--- config.mk ---
export PLATFORM = sky130hd
export DESIGN_NAME = brc_unit
export DESIGN_NICKNAME = d
export VERILOG_FILES = /design/src/rtl/brc_pkg.sv /design/src/rtl/brc_operand_latch.sv /design/src/rtl/brc_cond_eval.sv /design/src/rtl/brc_target_gen.sv /design/src/rtl/brc_unit.sv
export SDC_FILE = /design/constraint.sdc
export NUM_CORES = 1
export LEC_CHECK = 0
export BUFFER_PORTS_ARGS = -buffer_cell sky130_fd_sc_hd__buf_2
export CAP_MARGIN = 20
export CORE_ASPECT_RATIO = 1.5
export CORE_MARGIN = 10
export CORE_UTILIZATION = 30
export CTS_CLUSTER_DIAMETER = 80
export CTS_CLUSTER_SIZE = 25
export DETAILED_ROUTE_END_ITERATION = 12
export SYNTH_ARGS = -nofsm -noshare
export SYNTH_HDL_FRONTEND = slang
export SYNTH_SLANG_ARGS = --single-unit
--- constraint.sdc ---
create_clock -name clk -period 3.4 [get_ports clk]
set_input_delay 0.34 -clock clk [delete_from_list [all_inputs] [get_ports clk]]
set_output_delay 0.34 -clock clk [all_outputs]
set_load 0.02 [all_outputs]
--- src/rtl/brc_pkg.sv ---
package brc_pkg;

    // Relation selected by condition bits [3:1]
    typedef enum logic [2:0] {
        REL_ALWAYS = 3'd0,
        REL_EQ     = 3'd1,
        REL_CARRY  = 3'd2,
        REL_OVFL   = 3'd3,
        REL_LT     = 3'd4,
        REL_LE     = 3'd5,
        REL_LTU    = 3'd6,
        REL_LEU    = 3'd7
    } rel_kind_e;

    typedef struct packed {
        rel_kind_e kind;
        logic      invert;
    } cond_code_t;

    localparam int COND_W = 4;

    function automatic cond_code_t split_cond(input logic [COND_W-1:0] c);
        cond_code_t r;
        r.kind   = rel_kind_e'(c[COND_W-1:1]);
        r.invert = c[0];
        return r;
    endfunction

endpackage

--- src/rtl/brc_operand_latch.sv ---
module brc_operand_latch #(
    parameter int DATA_W = 16
) (
    input  logic              clk,
    input  logic              rst,
    input  logic              cap_en,
    input  logic [DATA_W-1:0] cap_a,
    input  logic [DATA_W-1:0] cap_b,
    output logic [DATA_W-1:0] opa_q,
    output logic [DATA_W-1:0] opb_q
);

    always_ff @(posedge clk) begin
        if (rst) begin
            opa_q <= '0;
            opb_q <= '0;
        end else if (cap_en) begin
            opa_q <= cap_a;
            opb_q <= cap_b;
        end
    end

    AST_PAIR_HOLDS: assert property (@(posedge clk) disable iff (rst)
        !cap_en |=> ($stable(opa_q) && $stable(opb_q)));
    AST_PAIR_LOADS: assert property (@(posedge clk) disable iff (rst)
        cap_en |=> (opa_q == $past(cap_a) && opb_q == $past(cap_b)));

endmodule

--- src/rtl/brc_cond_eval.sv ---
module brc_cond_eval
    import brc_pkg::*;
#(
    parameter int DATA_W = 16
) (
    input  logic [DATA_W-1:0] opa,
    input  logic [DATA_W-1:0] opb,
    input  logic [COND_W-1:0] cond,
    output logic              hit
);

    localparam int MSB = DATA_W - 1;

    cond_code_t        cc;
    logic [DATA_W:0]   wide_sum;
    logic [DATA_W-1:0] sum;
    logic [DATA_W-1:0] negb;
    logic              carry, ovfl, eq, slt, ult, rel;

    always_comb begin
        cc       = split_cond(cond);
        wide_sum = {1'b0, opa} + {1'b0, opb};
        sum      = wide_sum[MSB:0];
        negb     = '0 - opb;
        carry    = wide_sum[DATA_W];
        ovfl     = (opa[MSB] ^ sum[MSB]) & (opb[MSB] ^ sum[MSB]);
        eq       = (opa == negb);
        slt      = ($signed(opa) < $signed(negb));
        ult      = (opa < negb);
        unique case (cc.kind)
            REL_ALWAYS: rel = 1'b1;
            REL_EQ:     rel = eq;
            REL_CARRY:  rel = carry;
            REL_OVFL:   rel = ovfl;
            REL_LT:     rel = slt;
            REL_LE:     rel = slt | eq;
            REL_LTU:    rel = ult;
            REL_LEU:    rel = ult | eq;
            default:    rel = 1'b0;
        endcase
        hit = rel ^ cc.invert;
    end

    always_comb begin
        AST_CARRY_RULE: assert (carry == ((sum < opa) || (sum < opb)));
        AST_OVFL_RULE: assert (ovfl ==
            ((opa[MSB] == opb[MSB]) && (sum[MSB] != opa[MSB])));
    end

endmodule

--- src/rtl/brc_target_gen.sv ---
module brc_target_gen #(
    parameter int DATA_W = 16,
    parameter int DISP_W = 8
) (
    input  logic [DATA_W-1:0] pc_next,
    input  logic [DISP_W-1:0] disp,
    output logic [DATA_W-1:0] target
);

    localparam int EXT_W = DATA_W - DISP_W;

    logic [DATA_W-1:0] disp_ext;
    logic [DATA_W-1:0] disp_bytes;

    always_comb begin
        disp_ext   = {{EXT_W{disp[DISP_W-1]}}, disp};
        disp_bytes = disp_ext << 1;
        target     = pc_next + disp_bytes + DATA_W'(2);
    end

endmodule

--- src/rtl/brc_unit.sv ---
module brc_unit
    import brc_pkg::*;
#(
    parameter int DATA_W  = 16,
    parameter int DISP_W  = 8,
    parameter int PENALTY = 2,
    localparam int EXTRA_W = $clog2(PENALTY + 1)
) (
    input  logic               clk,
    input  logic               rst,
    input  logic               cap_en,
    input  logic [DATA_W-1:0]  cap_a,
    input  logic [DATA_W-1:0]  cap_b,
    input  logic               br_en,
    input  logic [COND_W-1:0]  br_cond,
    input  logic [DISP_W-1:0]  br_disp,
    input  logic [DATA_W-1:0]  br_pc,
    output logic               br_taken,
    output logic [DATA_W-1:0]  br_target,
    output logic [EXTRA_W-1:0] br_extra
);

    logic [DATA_W-1:0] opa_q, opb_q;
    logic              hit;
    logic [DATA_W-1:0] tgt;

    brc_operand_latch #(.DATA_W(DATA_W)) u_latch (
        .clk    (clk),
        .rst    (rst),
        .cap_en (cap_en),
        .cap_a  (cap_a),
        .cap_b  (cap_b),
        .opa_q  (opa_q),
        .opb_q  (opb_q)
    );

    brc_cond_eval #(.DATA_W(DATA_W)) u_eval (
        .opa  (opa_q),
        .opb  (opb_q),
        .cond (br_cond),
        .hit  (hit)
    );

    brc_target_gen #(.DATA_W(DATA_W), .DISP_W(DISP_W)) u_tgt (
        .pc_next (br_pc),
        .disp    (br_disp),
        .target  (tgt)
    );

    always_ff @(posedge clk) begin
        if (rst) begin
            br_taken  <= 1'b0;
            br_target <= '0;
            br_extra  <= '0;
        end else begin
            br_taken <= br_en & hit;
            br_extra <= (br_en & hit) ? EXTRA_W'(PENALTY) : '0;
            if (br_en)
                br_target <= tgt;
        end
    end

    AST_QUIET_IDLE: assert property (@(posedge clk) disable iff (rst)
        !br_en |=> (!br_taken && br_extra == '0));
    AST_ALWAYS_TAKES: assert property (@(posedge clk) disable iff (rst)
        (br_en && br_cond == '0) |=> br_taken);
    AST_NEVER_TAKES: assert property (@(posedge clk) disable iff (rst)
        (br_en && br_cond == COND_W'(1)) |=> !br_taken);
    AST_EXTRA_PAIRS: assert property (@(posedge clk) disable iff (rst)
        br_taken |-> br_extra == EXTRA_W'(PENALTY));

endmodule

# [Yosys cells after proc, flatten, opt, wreduce, memory -nomap -nowiden]
# Index checks and enable logic that the tools add are counted.
[totals] latch_bits=0 mem_bits_rw=0 input_bits=64 output_inout_bits=19 regBits=51 mem_count=0 wordCells=29 rom_bits=0
[classes] multipliers=0 reduce_logical=1 order_cmp=2 n_addsub=4 n_eq_ne=8 mux=2 n_bitwise=7 shift=0 div=0
[ops] operator="16-bit less-than comparator" count=2
[ops] operator="16-bit by 16-bit adder with 17-bit output" count=1
[ops] operator="16-bit adder" count=1
[ops] operator="16-bit by 2-bit adder with 16-bit output (second input constant)" count=1
[ops] operator="16-bit equality test" count=1
[ops] operator="1-bit by 16-bit subtractor with 16-bit output (first input constant)" count=1
[ops] operator="3-bit equality test (second input constant)" count=4
[ops] operator="1-bit one-hot mux with 8 select lines" count=1
[ops] operator="3-bit by 2-bit equality test with 1-bit output (second input constant)" count=2
[ops] operator="3-bit by 1-bit equality test with 1-bit output (second input constant)" count=1
[ops] operator="3-bit zero test" count=1
[ops] operator="1-bit XOR" count=3
[ops] operator="1-bit AND" count=2
[ops] operator="2-bit two-way mux" count=1
[ops] operator="1-bit OR" count=2

# [Longest topological paths before layout]
# Gate-level depths: netlist (run 1).
[depth] ltp_word=7 mapped_depth=16 depth_no_buf=16

# [Hierarchy]
# Synthesis (run 1) repeated with hierarchy kept, for this count alone.
[hier_totals] hier_cells=418 hier_area_um2=3764.9
[by_module_without_submodules] module="brc_operand_latch" instances=1 area_each_um2=1163.6 seq_area_each_um2=640.6 cells_each=103
[by_module_without_submodules] module="brc_cond_eval" instances=1 area_each_um2=1103.6 seq_area_each_um2=0.0 cells_each=148
[by_module_without_submodules] module="brc_target_gen" instances=1 area_each_um2=869.6 seq_area_each_um2=0.0 cells_each=109
[by_module_without_submodules] module="brc_unit" instances=1 area_each_um2=628.1 seq_area_each_um2=340.3 cells_each=58

# [Least setup slack after synthesis (run 1)]
# Ideal clock, no wire load.
[synth_path] path_kind="register -> register" startpoint="register u_latch.opb_q[2]" endpoint="register br_extra[1]" slack_ns=0.112 required_ns=3.328 setup_ns=0.072 t_arrival_ns=3.217 stages_incl_launch_ff=16 path_cell_list="dfxtp_1 > or4_1 > nor2_2 > nand2_2 > nor3_2 > nand2b_2 > nor3_2 > xor2_1 > ha_1 > nand4_1 > or3_1 > or4_1 > o31ai_1 > a211oi_1 > o21ai_0 > mux2i_1"
[synth_between] elab_chain_len=7 elab_cells_between_ends=14 cone_classes="add/sub: 2; order compare: 2; eq/ne: 1; mux: 2; bitwise: 7"
[synth_lines] item="from (decl)" line_no="brc_operand_latch.sv:10" rtl="output logic [DATA_W-1:0] opb_q"
[synth_lines] item="from (signal assigned)" line_no="brc_operand_latch.sv:19" rtl="opb_q <= cap_b;"
[synth_lines] item="1-bit by 16-bit subtractor with 16-bit output / 16-bit by 16-bit adder with 17-bit output (equally long branches)" line_no="brc_cond_eval.sv:24, brc_cond_eval.sv:22"
[synth_lines] item="16-bit less-than comparator (tied with other cells)" line_no="brc_cond_eval.sv:29" rtl="ult = (opa < negb);"
[synth_lines] item="1-bit OR (tied with other cells)" line_no="brc_cond_eval.sv:38" rtl="REL_LEU: rel = ult | eq;"
[synth_lines] item="1-bit one-hot mux with 8 select lines *" line_no="brc_cond_eval.sv:30" rtl="unique case (cc.kind)"
[synth_lines] item="1-bit XOR *" line_no="brc_cond_eval.sv:41" rtl="hit = rel ^ cc.invert;"
[synth_lines] item="1-bit AND *" line_no="brc_unit.sv:57" rtl="br_extra <= (br_en & hit) ? EXTRA_W'(PENALTY) : '0;"
[synth_lines] item="2-bit two-way mux *" line_no="brc_unit.sv:57"
[synth_lines] item="to (signal assigned)" line_no="brc_unit.sv:57"
[synth_lines] item="to (decl)" line_no="brc_unit.sv:20" rtl="output logic [EXTRA_W-1:0] br_extra"
# Every way passes the cells marked *; elsewhere a longest branch is shown, timed or not.
# A chain may end at the register's enable or synchronous reset.

# [Final worst setup path (run 1)]
[layout_path] startpoint="register u_latch.opb_q[4]" endpoint="register br_extra[1]"
# The elaborated chain is that of the path after synthesis.

==> results.py, run 1 <==
metrics = {
    "status": {
        "outcome": "finished with violations",
        "violations": "negative setup slack",
    },
    "drt": {
        "wl_um": 9240,
        "postRouteAntennaNets": 0,
        "drc_errors": 0,
        "vias": 3080,
        "wire_per_inst_um": 14.7,
        "drt_iter0_drc": 61,
        "via_per_inst": 4.91,
        "drt-pass1-iter-count": 4,
    },
    "logic_synthesis": {
        "ys_seq_area_share_pct": 27.6,
        "synth.distinct_cells": 56,
        "syn_area_sq_um": 3560,
        "syn_nets": 513,
        "synth-main-ff-cell": "dfxtp_1",
        "async_reset_ff_share_pct": 0,
        "synth_edf_count": 0,
        "ys_warn_count": 0,
        "syn_area_per_cell_sq_um": 9.17,
        "synthCells": 388,
        "synth_seq_cells": 49,
    },
    "placement": {
        "pre_cts_slack_ps": -79.5,
        "dp_hpwl_um": 7510,
        "gp_congestion": 0.814,
        "io_buffers": 81,
    },
    "worst_setup_path": {
        "r2r-start": "u_latch.opb_q[4]",
        "critical_path.max_stage_delay_ps": 550,
        "path_cells": "or4_4, nor2_4, nand2_4, nor3_4, nand2b_4, nor2_4, xor2_1, ha_1, a2111oi_0, o21ai_0, o2111a_1, o21ai_0, a211oi_2, o21ai_1, mux2i_1",
        "critPathKind": "reg -> reg",
        "required_ps": 3620,
        "endpoint_kind": "flop",
        "r2r_slack_ps": -100,
        "cp_max_fo": 3,
        "arrival_ps": 3720,
        "crit_slowest_cell": "or4_4",
        "r2r_cells": 15,
        "timing.rr.end": "br_extra[1]",
        "start_kind": "flop",
    },
    "power_and_ir_drop": {
        "p_clk_share_pct": 34.6,
        "max-vdd-ir-drop_uv": 200,
        "powerDensity_nw_per_um2": 412,
        "swShare_pct": 29.8,
        "p_sw_uw": 551,
        "leakage_nw": 2.26,
        "p_int_mw": 1.30,
        "p_seq_share_pct": 35.8,
        "power_frac_comb_pct": 29.6,
    },
    "min_path": {
        "min_to": "u_latch.opb_q[14]",
        "min_path_cells": 3,
        "hold_class": "in -> reg",
        "hp-start": "cap_b[14]",
    },
    "final_layout": {
        "final_common_cell": "buf_2",
        "drive_gt1_share_pct": 26.2,
        "n_fill_cell": 1161,
        "final_cell_mix": "81 x buf_2, 60 x ha_1, 57 x nor2_1, 48 x dfxtp_1, 44 x mux2i_1",
        "seq_area_sq_um": 982,
        "nNetsFinal": 601,
        "multi_input_area_sq_um": 2560,
        "area_growth_pct": 25.8,
        "antenna_cells": 0,
    },
    "floorplanning": {
        "core_area_sq_um": 11600,
        "ios": 83,
        "dieArea_sq_um": 16700,
        "die_w_um": 109,
        "die_y_um": 153,
        "start_util_pct": 30.7,
        "core.rowCount": 48,
    },
    "clocking": {
        "postCtsHoldBufs": 0,
        "ctsRootBufferMaster": "clkbuf_16",
        "clkLatencyLatePin_ps": 290,
        "path_clk_slew_ps": 70,
        "cts_buffers": 5,
        "clockBufferDepth": 2,
        "clock_sink_count": 49,
        "htreeDepth": 2,
        "cts_tree": "yes",
    },
    "sta": {
        "final-max-slew-violation-count": 0,
        "fin_crit_ps": 3500,
        "fmax_ghz": 0.286,
        "slew_headroom_pct": 37.8,
        "fin_skew_ps": 3.52,
        "worst-slew-pin-transition_ps": 933,
        "finalSetupViolations": 1,
        "hold_viol_final": 0,
        "rsz0062_at_grt": "yes",
        "fin_ws_ps": -97.6,
        "period_share_pct": 103,
        "fin_hold_ws_ps": 283,
    },
    "global_route": {
        "grt_pass1_vias": 3404,
        "track_usage_pct": 11.5,
        "grt_max_degree": 34,
        "grt_pass1_wl_um": 15600,
        "antenna_found_initial": 1,
        "gr-total-overflow": 0,
    },
    "run": {
        "cap_violations": 0,
    },
}
==> layer usage <==
layer / up-vias / track usage (%) / routed length (um)
met4: 2 / 4.22 / 208
met5: - / 0 / 13
met2: 76 / 20.9 / 4840
met1: 1421 / 11.8 / 3640
met3: 17 / 3.45 / 543
li1: 1564 / - / -
==> cells in the mapped netlist, types with 2 or more instances <==
| cell | n | area share, % |
|---|---|---|
| nand2b_1 | 6 | 1.1 |
| or4_1 | 3 | 0.63 |
| nor3_2 | 2 | 0.56 |
| nand2_1 | 19 | 2.0 |
| nand3_1 | 6 | 0.84 |
| a31oi_1 | 2 | 0.35 |
| a21oi_1 | 13 | 1.8 |
| clkbuf_1 | 6 | 0.63 |
| o21ai_0 | 11 | 1.5 |
| inv_1 | 12 | 1.3 |
| xor2_1 | 12 | 3.0 |
| buf_1 | 6 | 0.63 |
| dfxtp_1 | 49 | 28 |
| nand4_1 | 5 | 0.88 |
| xnor2_1 | 13 | 3.2 |
| nor3_1 | 3 | 0.42 |
| o311ai_0 | 2 | 0.49 |
| nor4_2 | 2 | 0.70 |
| o31ai_1 | 2 | 0.42 |
| a21o_1 | 5 | 1.1 |
| a211oi_1 | 4 | 0.84 |
| nor2_1 | 58 | 6.1 |
| or3_1 | 2 | 0.35 |
| nor3b_1 | 2 | 0.42 |
| ha_1 | 60 | 21 |
| buf_4 | 2 | 0.42 |
| mux2i_1 | 44 | 12 |
| nor2b_1 | 5 | 0.88 |
| o21bai_1 | 5 | 1.1 |
==> power by group through the flow <==
stage	Combinational (mW)	Clock [mW]	Sequential, mW
2_1_floorplan	0.340	0	0.696
3_3_place_gp	0.511	0	0.672
3_5_place_dp	0.523	0	0.673
4_1_cts	0.533	0.659	0.662
5_1_grt	0.619	0.684	0.669
6_report	0.546	0.639	0.662
==> worst max path at each step <==
| stage | depth (start not counted) | slack (ps) | from | endpoint |
|---|---|---|---|---|
| 2_1_floorplan | 15 | 110 | u_latch.opb_q[2] | br_extra[1] |
| 6_report | 15 | -100 | u_latch.opb_q[4] | br_extra[1] |
| 5_1_grt | 15 | -250 | u_latch.opb_q[4] | br_extra[1] |
| 4_1_cts | 15 | 3 | u_latch.opb_q[2] | br_extra[1] |
| 3_3_place_gp | 15 | 30 | u_latch.opb_q[2] | br_extra[1] |
| 3_5_place_dp | 15 | -80 | u_latch.opb_q[2] | br_extra[1] |
==> kinds of logic (layout without fill, tap and decap cells) <==
family / Yosys count / in the layout / synth area share, %
AND/OR/NAND/NOR: 123 / 123 / 17.0
multiplexers: 44 / 44 / 12.4
AO/OA/AOI/OAI: 59 / 59 / 12.2
XOR/XNOR: 25 / 25 / 6.15
other: 1 / 1 / 0.105
adder cells (fa/ha/maj): 61 / 61 / 21.7
buffers and inverters: 26 / 115 / 2.95
flip-flops: 49 / 49 / 27.6
==> registers in the layout (all words and copies together) (netlist names) <==
name,flops
br_extra,1
br_target,16
u_latch.opa_q,16
u_latch.opb_q,16
==> area by class of cell <==
type / instances / area share [%]
Inverter: 12 / 1.01
Multi-Input combinational cell: 313 / 57.2
Timing Repair Buffer: 95 / 11.4
Tap cell: 150 / 4.19
Clock inverter: 3 / 1.45
Sequential cell: 49 / 21.9
Clock buffer: 5 / 2.79
==> timing repair <==
item,4_1_cts,5_1_grt
pin swaps,0,15
gates resized for setup,5,14
buffers inserted,0,4
endpoints found under the hold margin,0,0
endpoints found under the setup margin,1,1
==> worst max-delay path: cells and delay by family (launching register included) <==
family,cells,cell delay [ps]
AO/OA/AOI/OAI,6,1260
XOR/XNOR,1,160
adder cells (fa/ha/maj),1,270
flip-flops,1,320
multiplexers,1,200
AND/OR/NAND/NOR,6,1220
==> per-stage QoR <==
| step | utilization [%] | power, mW | instances | TNS, ps | instance area [sq um] |
|---|---|---|---|---|---|
| finish | 38.6 | 1.85 | 627 | -97.6 | 4480 |
| global route | 38.6 | 1.97 | 627 | -247 | 4480 |
| CTS | 37.8 | 1.86 | 623 | 0 | 4380 |
| detailed placement | 35.9 | 1.20 | 615 | -79.5 | 4170 |
| global placement | 35.9 | 1.18 | 615 | 0 | 4170 |
| floorplan | - | 1.04 | 388 | 0 | 3560 |
No activity file was read; power rests on OpenSTA's default activity.
==> run 2, diff against run 1 <==
- PLACE_DENSITY: default -> 0.49
==> run 2 against run 1 <==
Fmax rose by 2.5%. Highest routed layer unchanged. Design area fell by 1.6%. Global-route usage fell by 0.11 points. Largest cell class unchanged. Count of clock-buffer cells in the layout did not move. Sequential cell count did not move. Sequential power barely moved. Sequential share of layout area rose by 0.37 points. First-iteration DRC count fell by 21%. Register-to-register slack improved by 90 ps. The run still ends with negative setup slack left. Die area did not move. Setup slack improved by 86 ps. Non-clock buffer count fell by 1.
==> results.py, run 2 (synthesis gave the netlist of run 1 again) <==
metrics = {
    "power_and_ir_drop": {
        "p_int_mw": 1.22,
        "max-vdd-ir-drop_uv": 190,
        "p_seq_share_pct": 37.5,
        "power_frac_comb_pct": 30.9,
        "power_mw": 1.76,
        "leakage_nw": 2.23,
        "swShare_pct": 30.8,
        "powerDensity_nw_per_um2": 399,
        "p_sw_uw": 541,
        "p_clk_share_pct": 31.6,
    },
    "worst_setup_path": {
        "path_cells": "or4_4, nor2_4, nand2_2, nor3_4, nand2b_4, nor4_4, xor2_1, ha_1, nand4_1, or3_4, or4_1, o31ai_1, a211oi_1, o21ai_1, mux2i_1",
        "critical_path.max_stage_delay_ps": 550,
        "cp_max_fo": 3,
        "start_kind": "flop",
        "path_delay_family": "simple AND/OR/NAND/NOR gates",
        "arrival_ps": 3630,
        "required_ps": 3620,
        "worst-path-buf-inv": 0,
        "endpoint_kind": "flop",
        "critPathKind": "reg -> reg",
        "crit_slowest_cell": "or4_4",
    },
    "floorplanning": {
        "dieArea_sq_um": 16700,
        "die_y_um": 153,
        "core.rowCount": 48,
        "core_area_sq_um": 11600,
        "start_util_pct": 30.7,
        "ios": 83,
        "die_w_um": 109,
    },
    "clocking": {
        "htreeDepth": 2,
        "clock_sink_count": 49,
        "clockBufferDepth": 2,
        "cts_buffers": 5,
        "cts_tree": "yes",
        "ctsRootBufferMaster": "clkbuf_16",
        "path_clk_slew_ps": 70,
        "postCtsHoldBufs": 0,
        "clkLatencyLatePin_ps": 290,
    },
    "drt": {
        "drc_errors": 0,
        "drt_iter0_drc": 48,
        "drt-pass1-iter-count": 4,
        "wire_per_inst_um": 14.6,
        "via_per_inst": 4.79,
        "wl_met3_um": 648,
        "postRouteAntennaNets": 0,
        "met1Wirelength_um": 3510,
        "vias": 3000,
        "routed.top_layer": "met5",
        "wl_met2_um": 4850,
        "wl_um": 9130,
    },
    "placement": {
        "placed_area_sq_um": 4170,
        "dp_hpwl_um": 7550,
        "io_buffers": 81,
        "gp_congestion": 0.827,
    },
    "final_layout": {
        "area_growth_pct": 23.8,
        "n_fill_cell": 1194,
        "fin_util_pct": 38.0,
        "fin_area_sq_um": 4400,
        "final_cell_mix": "81 x buf_2, 60 x ha_1, 57 x nor2_1, 48 x dfxtp_1, 44 x mux2i_1",
        "final_common_cell": "buf_2",
        "nNetsFinal": 600,
        "top_regs": "br_target (16), u_latch.opa_q (16), u_latch.opb_q (16)",
        "drive_gt1_share_pct": 25.3,
    },
    "sta": {
        "fin_ws_ps": -11.8,
        "fmax_ghz": 0.293,
        "rsz0062_at_grt": "yes",
        "period_share_pct": 100,
        "slew_headroom_pct": 37.9,
        "hold_viol_final": 0,
        "fin_skew_ps": 1.79,
        "finalSetupViolations": 1,
        "final-max-slew-violation-count": 0,
        "fin_crit_ps": 3410,
        "fin_tns_setup_ps": -11.8,
        "worst-slew-pin-transition_ps": 932,
    },
    "global_route": {
        "antenna_found_initial": 3,
        "gr-total-overflow": 0,
        "grt_max_degree": 36,
        "grt_pass1_vias": 3222,
        "grt_pass1_wl_um": 15500,
        "track_usage_pct": 11.4,
    },
    "status": {
        "outcome": "finished with violations",
        "violations": "negative setup slack",
    },
    "min_path": {
        "hold_class": "in -> reg",
    },
    "run": {
        "cap_violations": 0,
    },
}
## run 2: tightest hold or removal path, delay by kind of cell
kind	cells	cell delay, ps
buffers and inverters	1	80
AND/OR/NAND/NOR	1	70
multiplexers	1	50
## run 2: repair_timing
| action | in CTS | in global routing |
|---|---|---|
| resized for setup | 4 | 9 |
| pin swaps | 0 | 7 |
| setup endpoints to repair | 1 | 1 |
| buffers inserted | 0 | 2 |
## run 2: layer usage
layer	track usage (%)	up-vias
met2	21.3	62
li1	-	1562
met4	3.21	2
met3	3.96	12
met5	0	-
met1	11.3	1362
## run 2: path summary, 6_finish.rpt
kind               startpoint            end  slack, ps  cells past startpoint
max          u_latch.opb_q[4]    br_extra[1]        -10                     15
min                  br_pc[0]   br_target[0]        280                      3
max reg2reg  u_latch.opb_q[4]    br_extra[1]        -10                     15
min reg2reg     br_target[15]  br_target[15]        450                      2
## run 2: layout make-up
class	count	area, sq um	area share [%]
clock inverter	2	35.0	0.795
antenna	1	2.50	0.0568
sequential	49	982	22.3
tap	150	188	4.26
inverter	12	45.0	1.02
timing repair buffer	94	503	11.4
clock buffer	5	125	2.84
multi-input combinational	313	2520	57.3
## run 2: stage by stage
step	std cells	worst slack [ps]	hold WS [ps]
floorplan	388	112	479
global placement	616	1.35	435
detailed placement	616	-36.2	440
CTS	623	19.4	277
global route	625	-184	293
finish	626	-11.8	284
## run 2: power groups by stage
stage          Clock [mW]  Sequential, mW  Combinational [mW]
6_report            0.554           0.660               0.543
3_3_place_gp            0           0.671               0.529
4_1_cts             0.578           0.660               0.541
3_5_place_dp            0           0.671               0.532
5_1_grt             0.599           0.667               0.615
2_1_floorplan           0           0.696               0.340
==> run 3, diff against run 2 <==
--- a/config.mk
+++ b/config.mk
@@ -14,4 +14,5 @@
 export CTS_CLUSTER_SIZE = 25
 export DETAILED_ROUTE_END_ITERATION = 12
+export MAX_ROUTING_LAYER = met4
 export PLACE_DENSITY = 0.49
 export SYNTH_ARGS = -nofsm -noshare
==> constraint.sdc (replaced) <==
create_clock -name clk -period 3.4 [get_ports clk]
set_input_delay 0 -clock clk [delete_from_list [all_inputs] [get_ports clk]]
set_output_delay 0 -clock clk [all_outputs]
set_load 0.02 [all_outputs]
==> run 3 against run 2 <==
Clock power fell by 11%. Cell count grew 5.1%. The flow still finishes with violations (negative setup slack). Die area unchanged. First-iteration DRC count is 35% higher. Setup slack got worse by 20 ps. Clock skew grew 3.5 ps. Via count increased by 4.9%. Core utilization grew 2.6 points. Register-to-register slack got worse by 20 ps. Largest cell class unchanged. Critical path type unchanged. Highest routed layer is now met4. Wire length up 3.7%. Design area increased by 6.9%.
==> results.py, run 3 (synthesis gave the netlist of run 1 again) <==
metrics = {
    "worst_setup_path": {
        "critical_path.max_stage_delay_ps": 550,
        "required_ps": 3620,
        "endpoint_kind": "flop",
        "path_cells": "or4_4, nor2_4, nand2_2, nor3_4, nand2b_4, nor2_2, xor2_1, ha_1, nand4_1, or3_4, or4_1, o31ai_1, a211oi_1, o21ai_1, mux2i_1",
        "start_kind": "flop",
        "crit_slowest_cell": "or4_4",
        "critPathKind": "reg -> reg",
        "cp_max_fo": 3,
        "arrival_ps": 3650,
    },
    "sta": {
        "fin_hold_ws_ps": 76.2,
        "fmax_ghz": 0.291,
        "fin_skew_ps": 5.27,
        "final-max-slew-violation-count": 0,
        "fin_ws_ps": -31.9,
        "fin_tns_setup_ps": -31.9,
        "finalSetupViolations": 1,
        "hold_viol_final": 0,
        "rsz0062_at_grt": "yes",
        "worst-slew-pin-transition_ps": 1010,
        "period_share_pct": 101,
        "fin_crit_ps": 3430,
        "slew_headroom_pct": 32.6,
    },
    "final_layout": {
        "area_growth_pct": 32.3,
        "multi_input_area_sq_um": 2520,
        "drive_gt1_share_pct": 23.0,
        "fin_area_sq_um": 4710,
        "final_cell_mix": "81 x buf_2, 60 x ha_1, 57 x nor2_1, 49 x dfxtp_1, 44 x mux2i_1",
        "seq_area_sq_um": 981,
        "nNetsFinal": 632,
        "antenna_cells": 0,
        "top_regs": "br_target (16), u_latch.opa_q (16), u_latch.opb_q (16)",
        "fin_util_pct": 40.6,
        "n_fill_cell": 1177,
        "final_common_cell": "buf_2",
    },
    "clocking": {
        "path_clk_slew_ps": 70,
        "clockBufferDepth": 2,
        "cts_tree": "yes",
        "clock_sink_count": 49,
        "cts_buffers": 5,
        "clkLatencyLatePin_ps": 290,
        "ctsRootBufferMaster": "clkbuf_16",
        "htreeDepth": 2,
    },
    "power_and_ir_drop": {
        "leakage_nw": 2.36,
        "power_mw": 1.72,
        "max-vdd-ir-drop_uv": 216,
        "powerDensity_nw_per_um2": 365,
    },
    "drt": {
        "wire_per_inst_um": 14.4,
        "drt_iter0_drc": 65,
        "via_per_inst": 4.78,
        "wl_um": 9470,
        "drc_errors": 0,
        "postRouteAntennaNets": 0,
        "vias": 3148,
        "drt-pass1-iter-count": 4,
    },
    "global_route": {
        "grt_pass1_vias": 3433,
        "antenna_found_initial": 0,
        "track_usage_pct": 12.0,
        "gr-total-overflow": 0,
        "grt_max_degree": 56,
        "grt_pass1_wl_um": 16100,
    },
    "placement": {
        "dp_hpwl_um": 7500,
        "placed_area_sq_um": 4160,
        "io_buffers": 81,
        "gp_congestion": 0.829,
    },
    "floorplanning": {
        "core.rowCount": 48,
        "die_w_um": 109,
        "die_y_um": 153,
        "ios": 83,
        "dieArea_sq_um": 16700,
        "core_area_sq_um": 11600,
        "start_util_pct": 30.7,
    },
    "status": {
        "outcome": "finished with violations",
        "violations": "negative setup slack",
    },
    "min_path": {
        "hold_class": "in -> reg",
    },
    "run": {
        "cap_violations": 0,
    },
}
-- run 3: final cells by class --
class	instances	share of cell area (%)
timing repair buffer	126	17.6
multi-input combinational	313	53.6
clock buffer	5	2.66
clock inverter	3	0.372
tap	150	3.99
sequential	49	20.8
inverter	12	0.957
-- run 3: repair_timing --
action                                 in CTS  in global routing
buffers inserted                            0                  2
setup endpoints to repair                   1                  1
endpoints found under the hold margin      34                  0
resized for setup                           5                  6
pin swaps                                   1                  2
hold buffers                               34                  0
-- run 3: stage by stage --
step	std cells	worst slack, ps
after floorplan	388	112
after global placement	614	2.35
after detailed placement	614	-66.8
after CTS	656	9.60
after global routing	658	-275
final	658	-31.9
-- run 3: path summary, 6_finish.rpt --
check | cells past startpoint | startpoint | end | slack, ps
max | 15 | u_latch.opb_q[2] | br_extra[1] | -30
min | 4 | br_pc[1] | br_target[1] | 80
min reg2reg | 2 | br_target[15] | br_target[15] | 450
max reg2reg | 15 | u_latch.opb_q[2] | br_extra[1] | -30
-- run 3: worst max-delay path, delay by kind of cell, from the launching register on --
kind | cells | cell delay [ps]
AO/OA/AOI/OAI | 3 | 260
XOR/XNOR | 1 | 70
multiplexers | 1 | 180
AND/OR/NAND/NOR | 9 | 2220
flip-flops | 1 | 310
adder cells (fa/ha/maj) | 1 | 310
-- run 3: report_power, final --
group          internal, mW  switching [mW]  total, mW
Clock                 0.270           0.221      0.491
Sequential            0.621          0.0384      0.660
Combinational         0.273           0.295      0.569
-- run 3: metal layers --
metal | global-route usage (%) | vias to the layer above | wire [um]
li1 | - | 1623 | -
met1 | 12.1 | 1444 | 3850
met2 | 21.8 | 68 | 4960
met3 | 3.11 | 13 | 485
met4 | 3.59 | 0 | 174
met5 | - | - | 0
